[src/rtl/mux_bus_guard.sv]
module mux_bus_guard #(
  parameter int SYNC_STAGES = 2,
  parameter int DATA_W      = 8,
  parameter int HI_W        = 6
) (
  input  logic              clk,
  input  logic              rst_n,
  input  logic              bus_ale,
  input  logic              bus_rd_n,
  input  logic              bus_wr_n,
  input  logic [HI_W-1:0]   bus_hi,
  input  logic [DATA_W-1:0] bus_ad_in,
  output logic [DATA_W-1:0] bus_ad_out,
  output logic              bus_ad_oe,
  output logic [15:0]       reg_addr,
  output logic              reg_wr_en,
  output logic [DATA_W-1:0] reg_wdata,
  output logic              reg_rd_req,
  input  logic [DATA_W-1:0] reg_rdata
);
  localparam int N = SYNC_STAGES + 1;

  logic [N-1:0]      ale_p, rd_p, wr_p;
  logic [DATA_W-1:0] ad_p [N];
  logic [HI_W-1:0]   hi_p [N];
  logic addr_vld, rd_act, wr_act, oe_q;

  always_ff @(posedge clk or negedge rst_n) begin
    if (!rst_n) begin
      ale_p <= '0;
      rd_p  <= '1;
      wr_p  <= '1;
    end else begin
      ale_p <= {ale_p[N-2:0], bus_ale};
      rd_p  <= {rd_p[N-2:0], bus_rd_n};
      wr_p  <= {wr_p[N-2:0], bus_wr_n};
    end
  end

  always_ff @(posedge clk) begin
    ad_p[0] <= bus_ad_in;
    hi_p[0] <= bus_hi;
    for (int i = 1; i < N; i++) begin
      ad_p[i] <= ad_p[i-1];
      hi_p[i] <= hi_p[i-1];
    end
  end

  wire ale_fall = ale_p[N-1] & ~ale_p[N-2];
  wire rd_fall  = rd_p[N-1] & ~rd_p[N-2];
  wire rd_rise  = ~rd_p[N-1] & rd_p[N-2];
  wire wr_fall  = wr_p[N-1] & ~wr_p[N-2];
  wire wr_rise  = ~wr_p[N-1] & wr_p[N-2];
  wire bus_err  = ~rd_p[N-2] & ~wr_p[N-2];
  wire idle     = ~rd_act & ~wr_act;

  always_ff @(posedge clk or negedge rst_n) begin
    if (!rst_n) begin
      addr_vld   <= 1'b0;
      rd_act     <= 1'b0;
      wr_act     <= 1'b0;
      oe_q       <= 1'b0;
      reg_addr   <= '0;
      reg_wr_en  <= 1'b0;
      reg_wdata  <= '0;
      reg_rd_req <= 1'b0;
      bus_ad_out <= '0;
    end else begin
      reg_wr_en  <= 1'b0;
      reg_rd_req <= 1'b0;
      if (bus_err) begin
        addr_vld <= 1'b0;
        rd_act   <= 1'b0;
        wr_act   <= 1'b0;
        oe_q     <= 1'b0;
      end else if (ale_fall) begin
        reg_addr <= {hi_p[N-1][5], 2'b00, hi_p[N-1][4:0], ad_p[N-1]};
        addr_vld <= 1'b1;
        rd_act   <= 1'b0;
        wr_act   <= 1'b0;
        oe_q     <= 1'b0;
      end else begin
        if (reg_rd_req && rd_act) begin
          bus_ad_out <= reg_rdata;
          oe_q       <= 1'b1;
        end
        if (rd_fall && addr_vld && idle) begin
          rd_act     <= 1'b1;
          reg_rd_req <= 1'b1;
        end else if (rd_rise && rd_act) begin
          rd_act   <= 1'b0;
          oe_q     <= 1'b0;
          addr_vld <= 1'b0;
        end
        if (wr_fall && addr_vld && idle) begin
          wr_act <= 1'b1;
        end else if (wr_rise && wr_act) begin
          wr_act    <= 1'b0;
          reg_wr_en <= 1'b1;
          reg_wdata <= ad_p[N-1];
          addr_vld  <= 1'b0;
        end
      end
    end
  end

  assign bus_ad_oe = oe_q & ~bus_rd_n & bus_wr_n;

endmodule


[config.mk]
export PLATFORM = sky130hd
export DESIGN_NAME = mux_bus_guard
export DESIGN_NICKNAME = d
export VERILOG_FILES = /design/src/rtl/mux_bus_guard.sv
export SDC_FILE = /design/constraint.sdc
export NUM_CORES = 1
export LEC_CHECK = 0
export BUFFER_PORTS_ARGS = -buffer_cell sky130_fd_sc_hd__buf_2
export CAP_MARGIN = 20
export CORE_MARGIN = 2
export CORE_UTILIZATION = 55
export CTS_CLUSTER_SIZE = 40
export DETAILED_ROUTE_END_ITERATION = 7
export GPL_ROUTABILITY_DRIVEN = 0
export PLACE_DENSITY_LB_ADDON = 0.15
export SLEW_MARGIN = 20
export SYNTH_ARGS = -nofsm -noshare
export SYNTH_HDL_FRONTEND = slang
export SYNTH_SLANG_ARGS = --single-unit
[constraint.sdc]
create_clock -name clk -period 3.52 [get_ports clk]
set_input_delay 0.88 -clock clk [delete_from_list [all_inputs] [get_ports clk]]
set_output_delay 0.88 -clock clk [all_outputs]
set_load 0.1 [all_outputs]
# Word-level counts from Yosys, hierarchy flattened
# Memories as Yosys holds them, arrays and structs flattened. A register that Yosys moved wholly into a read port is not among the register bits.
# Cells that the tools add are included.
# totals
regBits	45
ramBits	42
mem_count	2
# op_classes
mux	26
n_bitwise	20
reduce_logical	13
# memory_table
name	depth	word_bits	rd	rd_clocked_by_memory_dff	wr	line_no	text
ad_p	3	8	3	0	3	24	logic [DATA_W-1:0] ad_p [N];
hi_p	3	6	3	1	3	25	logic [HI_W-1:0] hi_p [N];
# op_table
op	count
two-way mux 1 bit	26
NOT 1 bit	11
AND 1 bit	9
nonzero test 4 bit	2
logical AND 1 bit	7
AND reduction 4 bit	1
AND reduction 3 bit	1
AND reduction 2 bit	1
logical NOT 1 bit	1

# Depth between registers and ports, before layout
# Gate-level depths: netlist of the first run.
# depth
ltp_word	9
depth_mapped	4
mapped_depth_nobuf	3

# Worst setup path before layout of the first run
# OpenSTA, ideal clock, no wires.
# synth_timing
kind	in2out
from	input port bus_wr_n
to	output port bus_ad_oe
arrival_time_ps	2177
t_required_ps	2640
setup_slack_ps	463
stages	2
path_cell_list	nand2_1 -> nor2_1
# synth_via
elab_chain_len	1
# synth_rtl
item	line_no	text
start: declaration	10	input logic bus_wr_n,
AND 1 bit	107	assign bus_ad_oe = oe_q & ~bus_rd_n & bus_wr_n;
end: declaration	14	output logic bus_ad_oe,
# Every way passes these cells.

# Worst setup path after layout of the first run
# Ends and elaborated chain as after synthesis.

==> results of run 1 <==
-- cells in the mapped netlist --
cell / instances / share of area (%)
a21oi_1: 3 / 0.60
and2b_4: 1 / 0.40
buf_4: 3 / 0.89
conb_1: 1 / 0.15
dfrtp_1: 39 / 39
dfstp_2: 6 / 6.3
dfxtp_1: 42 / 33
inv_1: 3 / 0.45
mux2_2: 30 / 13
nand2_1: 2 / 0.30
nand2b_1: 1 / 0.25
nand3b_1: 2 / 0.60
nand4_1: 1 / 0.25
nand4b_1: 2 / 0.70
nor2_1: 1 / 0.15
nor2_4: 3 / 1.3
nor3_1: 2 / 0.40
nor3_4: 1 / 0.65
nor3b_1: 1 / 0.30
o21ai_0: 3 / 0.60
o22ai_1: 1 / 0.25
-- area by class of cell --
type / count / area (um2)
timing repair buffer: 59 / 295.3
inverter: 3 / 11.26
clock buffer: 12 / 176.4
tap: 52 / 65.06
fill: 308 / 1272
clock inverter: 4 / 73.82
sequential: 87 / 1974
multi-input combinational: 56 / 515.5
-- power by group --
group | switching, mW | total (mW) | internal [mW] | leakage (nW)
sequential | 0.0489 | 1.15 | 1.10 | 0.911
clock | 0.324 | 0.805 | 0.481 | 0.128
combinational | 0.594 | 0.708 | 0.114 | 0.442
total | 0.966 | 2.66 | 1.69 | 1.48
-- logic make-up after synthesis --
family,after synthesis,synth area share [%]
flops,87,78.35
mux,30,13.41
simple gates,17,5.313
compound gates,7,1.440
buf+inv,6,1.341
other cells,1,0.1488
-- flip-flops by register name (all words and copies together) (netlist names) --
register	cells
wr_p	3
hi_p	18
wr_act	1
rd_p	3
ale_p	3
oe_q	1
bus_ad_out	8
ad_p	24
reg_addr	14
reg_wdata	8
reg_wr_en	1
reg_rd_req	1
addr_vld	1
rd_act	1
-- worst max-delay path by stage --
stage          startpoint        end  slack (ns)  depth (start not counted)
2_1_floorplan    bus_wr_n  bus_ad_oe        0.46                          2
3_3_place_gp     bus_wr_n  bus_ad_oe        1.13                          4
3_5_place_dp     bus_wr_n  bus_ad_oe        1.12                          4
4_1_cts          bus_wr_n  bus_ad_oe        1.12                          4
5_1_grt          bus_wr_n  bus_ad_oe        1.09                          4
6_report         bus_wr_n  bus_ad_oe        1.12                          4
-- worst max-delay path, delay by kind of cell --
family	cells	cell delay (ns)
AND/OR/NAND/NOR	2	0.13
buffers and inverters	2	0.52
-- placed cells by master (no fill, tap or decap), drive strengths merged --
cell and instances:
a21oi 3, and2b 1, buf 59, bufinv 2, clkbuf 12, clkinv 2, conb 2, dfrtp 39
dfstp 6, dfxtp 42, inv 3, mux2 30, nand2 2, nand2b 1, nand3b 2, nand4 1
nand4b 2, nor2 4, nor3 3, nor3b 1, o21ai 3, o22ai 1
-- per-stage QoR --
| stage | setup slack (ns) | total power [mW] | hold slack, ns |
|---|---|---|---|
| after CTS | 1.124 | 2.680 | 0.3292 |
| after detailed placement | 1.123 | 1.880 | 0.3121 |
| final | 1.123 | 2.658 | 0.3282 |
| after global routing | 1.091 | 2.740 | 0.3323 |
| after floorplan | 0.4626 | 1.755 | 0.3096 |
| after global placement | 1.133 | 1.864 | 0.3096 |
-- routing by layer --
| layer | routed length (um) | track usage, % | up-vias | share of wire [%] |
|---|---|---|---|---|
| li1 | - | - | 632 | - |
| met1 | 1550 | 18.77 | 662 | 40 |
| met2 | 2040 | 27.98 | 47 | 52 |
| met3 | 213 | 5.063 | 10 | 5.5 |
| met4 | 91 | 9.853 | 0 | 2.3 |
| met5 | 0 | 0 | - | 0 |
==> metrics.txt, run 1 <==
status=complete, no violations; post_cts resized=0; core area=4384 um2; Cell Count, Final, Fillers Out=273; unrepaired setup endpoints after global routing=false; Die Ht=71.69 um; cell depth of the worst flop-to-flop path=3; Avg Inst Size Synth=17.03 um2; Critical Path AT=1.52 ns; cts hold-fix bufs=0; DRT Pass-1 Iters=4; synth warn=0; Overflow after GRT=0; first-pass GRT wire length=6.244 mm; hold_sp=hi_p[0][4]$_DFF_P_; worst path cell trace=buf_2 > nand2_1 > nor2_1 > buf_2; Max Cap Violations=0; largest fanout on the critical path=2; layout cells sized above 1=52.49%; hold depth=0; Routed Antenna Nets=0; post-route core utilization=70.98%; clk_lat worst skew=0.35 ns; Critical-path top delay cell=buf_2; number of vias per cell=4.949; Seq cells post-synth=87; Clock Skew=0.01123 ns; Vias=1,351; Final setup viols=0; post-synthesis cell area=2520 um2; vias in the first global route=1,406; Inserted Clock Buffers=9; final hold vios=0; Max stage delay on crit path=0.43 ns; fin. max-slew vios=0; Clock Sink Count=87; final WL=3.896 mm; initial antenna violation count=0; fin crit period=2.397 ns; Clock Pin Slew Worst Setup and Hold Paths=0.08 ns; Worst Hold Path EP=hi_p[1][4]$_DFF_P_; P&R area growth vs syn=23.49%; reg2reg end=reg_addr[8]$_DFFE_PN0P_; largest net degree at the start of global routing=46; most frequent CP cell=buf_2; worst-margin pin slew=0.9682 ns; CTS Buffer Depth=2; reg-to-reg startpoint=rd_p[1]$_DFF_PN1_; Worst VDD drop=0.5498 mV; CP endpoint kind=output pin; # DRC=0; Die W=71.69 um; # Post-CTS Setup Buffers=0; final layout net count=243; fmax=0.4172 GHz; drt initial violations=100; clk root buf=clkbuf_8; GRT Total Usage=16.67%; worst-case headroom to the max-slew limit=35.45%; power density over the cells=854.3 nW/um2; WS Path Type=input pin to output pin; drt wl/cell=14.27 um; I/O pin count=62; post-synthesis cell type count=21; register area share after synthesis=78.35%; Post-Place Cells=257; port buffer count=59; leak pwr=1.480 nW; Die Area=5139 um2; Synth Instances=148; Worst Hold Class=flop to flop; ANT cells=0; CTS tree=built; row cnt=24; Initial Utilization=57.48%; Final TNS setup=0 ns; H-Tree Depth=3; crit start category=input pin; Worst EP required=2.64 ns; Final period util=68.09%; fin area=3112 um2; Placement Cell Area=2861 um2; HPWL Detailed=2.672 mm; flop2flop setup slack=1.96 ns
(Power assumes the default switching activity.)
==> run 2: changes to the inputs <==
--- a/config.mk
+++ b/config.mk
@@ -8,7 +8,7 @@
 export BUFFER_PORTS_ARGS = -buffer_cell sky130_fd_sc_hd__buf_2
 export CAP_MARGIN = 20
 export CORE_MARGIN = 2
-export CORE_UTILIZATION = 55
+export CORE_UTILIZATION = 46
 export CTS_CLUSTER_SIZE = 40
 export DETAILED_ROUTE_END_ITERATION = 7
 export GPL_ROUTABILITY_DRIVEN = 0
==> constraint.sdc (replaced) <==
create_clock -name clk -period 2.1 [get_ports clk]
set_input_delay 0.525 -clock clk [delete_from_list [all_inputs] [get_ports clk]]
set_output_delay 0.525 -clock clk [all_outputs]
set_load 0.1 [all_outputs]
==> metrics.txt, run 2 (synthesized netlist as in run 1, its figures left out) <==
I/O pin count=62 (unchanged); final WL=4.005 mm (was 3.896 mm); largest registers=ad_p x24, hi_p x18, reg_addr x14 (unchanged); Worst Hold Class=input pin to asynchronous set/reset pin (was flop to flop); Clock Sink Count=87 (unchanged); dpl ws=0.3992 ns (was 1.123 ns); Power, Total=4.125 mW (was 2.658 mW); Max Cap Violations=0 (unchanged); Clock Power Share=24.5% (was 30.3%); P&R area growth vs syn=22.29% (was 23.49%); Overflow after GRT=0 (unchanged); Worst VDD drop=0.7584 mV (was 0.5498 mV); CP endpoint kind=output pin (unchanged); leak pwr=1.455 nW (was 1.480 nW); drt initial violations=57 (was 100); Die W=78.02 um (was 71.69 um); row cnt=26 (was 24); CTS Buffer Depth=2 (unchanged); initial antenna violation count=0 (unchanged); number of vias per cell=4.548 (was 4.949); Die Area=6086 um2 (was 5139 um2); clk_lat worst skew=0.34 ns (was 0.35 ns); Final setup viols=0 (unchanged); Routed Antenna Nets=0 (unchanged); worst-margin pin slew=0.5550 ns (was 0.9682 ns); ANT cells=0 (unchanged); clk root buf=clkbuf_8 (unchanged); Min Hold Slack=0.1631 ns (was 0.3282 ns); status=complete, no violations (unchanged); Largest Register=ad_p (unchanged); largest net degree at the start of global routing=25 (was 46); first-pass GRT wire length=6.534 mm (was 6.244 mm); H-Tree Depth=3 (unchanged); post-route core utilization=59.21% (was 70.98%); fmax=0.5509 GHz; Internal Pwr Total=2.526 mW (was 1.692 mW); WS Path Type=flop to output pin (was input pin to output pin); Initial Utilization=48.41% (was 57.48%); commonest non-fill, non-tap cell in the layout=buf_2 (unchanged); Worst EP required=1.57 ns (was 2.64 ns); core area=5205 um2 (was 4384 um2); fin. max-slew vios=0 (unchanged); DRT Pass-1 Iters=4 (unchanged); Critical Path AT=1.29 ns (was 1.52 ns); Gate power share=28.9% (was 26.6%); worst path cell trace=nand2_1 > nor2_2 > buf_2 (was buf_2 > nand2_1 > nor2_1 > buf_2); # DRC=0 (unchanged); commonest non-fill, non-tap cells in the layout=buf_2 (59), dfxtp_1 (42), dfrtp_1 (39) (unchanged); power density over the cells=1339 nW/um2 (was 854.3 nW/um2); Final TNS setup=0 ns (unchanged); Vias=1,328 (was 1,351); vias in the first global route=1,447 (was 1,406); Net Sw Frac=38.76% (was 36.35%); Critical-path top delay cell=buf_2 (unchanged); drt wl/cell=13.72 um (was 14.27 um); CTS tree=built (unchanged); CP Buf/Inv Count=1 (was 2); final layout net count=244 (was 243); Inserted Clock Buffers=9 (unchanged); unrepaired setup endpoints after global routing=false (unchanged); Fillers=406 (was 308); Net Sw Power=1.599 mW (was 0.9662 mW); share of power burned in registers=46.6% (was 43.1%); # Post-CTS Setup Buffers=0 (unchanged); worst-case headroom to the max-slew limit=63.00% (was 35.45%); final hold vios=0 (unchanged); Max stage delay on crit path=0.42 ns (was 0.43 ns); max FFs per register=24 (unchanged); Worst Setup Slack, final=0.2848 ns (was 1.123 ns); layout cells sized above 1=52.25% (was 52.49%); Die Ht=78.02 um (was 71.69 um); Clock Pin Slew Worst Setup and Hold Paths=0.08 ns (about the same); port buffer count=59 (unchanged); fin crit period=1.815 ns; crit start category=flop (was input pin); Clock Skew=0.008198 ns (was 0.01123 ns); Crit path max-delay family=buffers and inverters (unchanged); HPWL Detailed=2.841 mm (was 2.672 mm); GRT Total Usage=14.48% (was 16.67%); Final period util=86.44%; post_cts resized=0 (unchanged); largest fanout on the critical path=2 (unchanged); cts hold-fix bufs=0 (unchanged)
[run 2: cell count changes in the layout (fill, tap and decap cells not counted)]
cell / before / now
nor2_1: 1 / 0
clkinv_4: 1 / 0
inv_4: 0 / 1
buf_12: 0 / 1
nor2_2: 0 / 1
clkbuf_1: 0 / 2
clkbuf_16: 1 / 0
clkinv_2: 1 / 2
bufinv_16: 2 / 0
[run 2: path summary, 6_finish.rpt]
kind                                    start                         to  slack (ns)  depth (start not counted)
max in group asynchronous               rst_n          rd_p[2]$_DFF_PN1_        1.33                          2
setup / recovery               oe_q$_DFF_PN0_                  bus_ad_oe        0.28                          3
setup reg to reg            wr_p[1]$_DFF_PN1_   reg_wdata[7]$_DFFE_PN0P_        0.55                          3
min in group clk                    bus_hi[0]         hi_p[0][0]$_DFF_P_        0.28                          1
hold reg to reg            ad_p[0][8]$_DFF_P_        ad_p[0][16]$_DFF_P_        0.33                          0
hold / removal                          rst_n  bus_ad_out[7]$_DFFE_PN0P_        0.16                          1
[run 2: area by class of cell]
cell class / instances / area [um2] / area share, %
Multi-Input combinational cell: 56 / 518.0 / 16.81
Clock inverter: 3 / 16.27 / 0.5278
Clock buffer: 13 / 158.9 / 5.156
Timing Repair Buffer: 60 / 315.3 / 10.23
Tap cell: 70 / 87.58 / 2.842
Sequential cell: 87 / 1974 / 64.07
Inverter: 3 / 11.26 / 0.3654
[run 2: power by group through the flow]
stage / clock (mW) / combinational (mW) / sequential, mW
4_1_cts: 1.03 / 1.20 / 1.92
3_5_place_dp: 0 / 1.20 / 1.96
6_report: 1.01 / 1.19 / 1.92
3_3_place_gp: 0 / 1.19 / 1.94
5_1_grt: 1.10 / 1.23 / 1.94
2_1_floorplan: 0 / 0.154 / 2.79
[run 2: worst register-to-register path: cells and delay by family (launching register included)]
| kind | cells | cell delay, ns |
|---|---|---|
| multiplexers | 1 | 0.39 |
| flip-flops | 1 | 0.59 |
| AND/OR/NAND/NOR | 2 | 0.46 |
[run 2: metrics by stage]
step,cell area (um2),std cells
floorplan,2526,149
global placement,2907,276
detailed placement,2907,276
CTS,3082,292
global route,3082,292
finish,3082,292
[run 2: routing by layer]
| layer | share of wire [%] | track usage, % | up-vias |
|---|---|---|---|
| li1 | - | - | 635 |
| met1 | 41 | 15.30 | 645 |
| met2 | 52 | 25.00 | 37 |
| met3 | 5.0 | 3.908 | 11 |
| met4 | 2.1 | 10.18 | 0 |
| met5 | 0 | 0 | - |
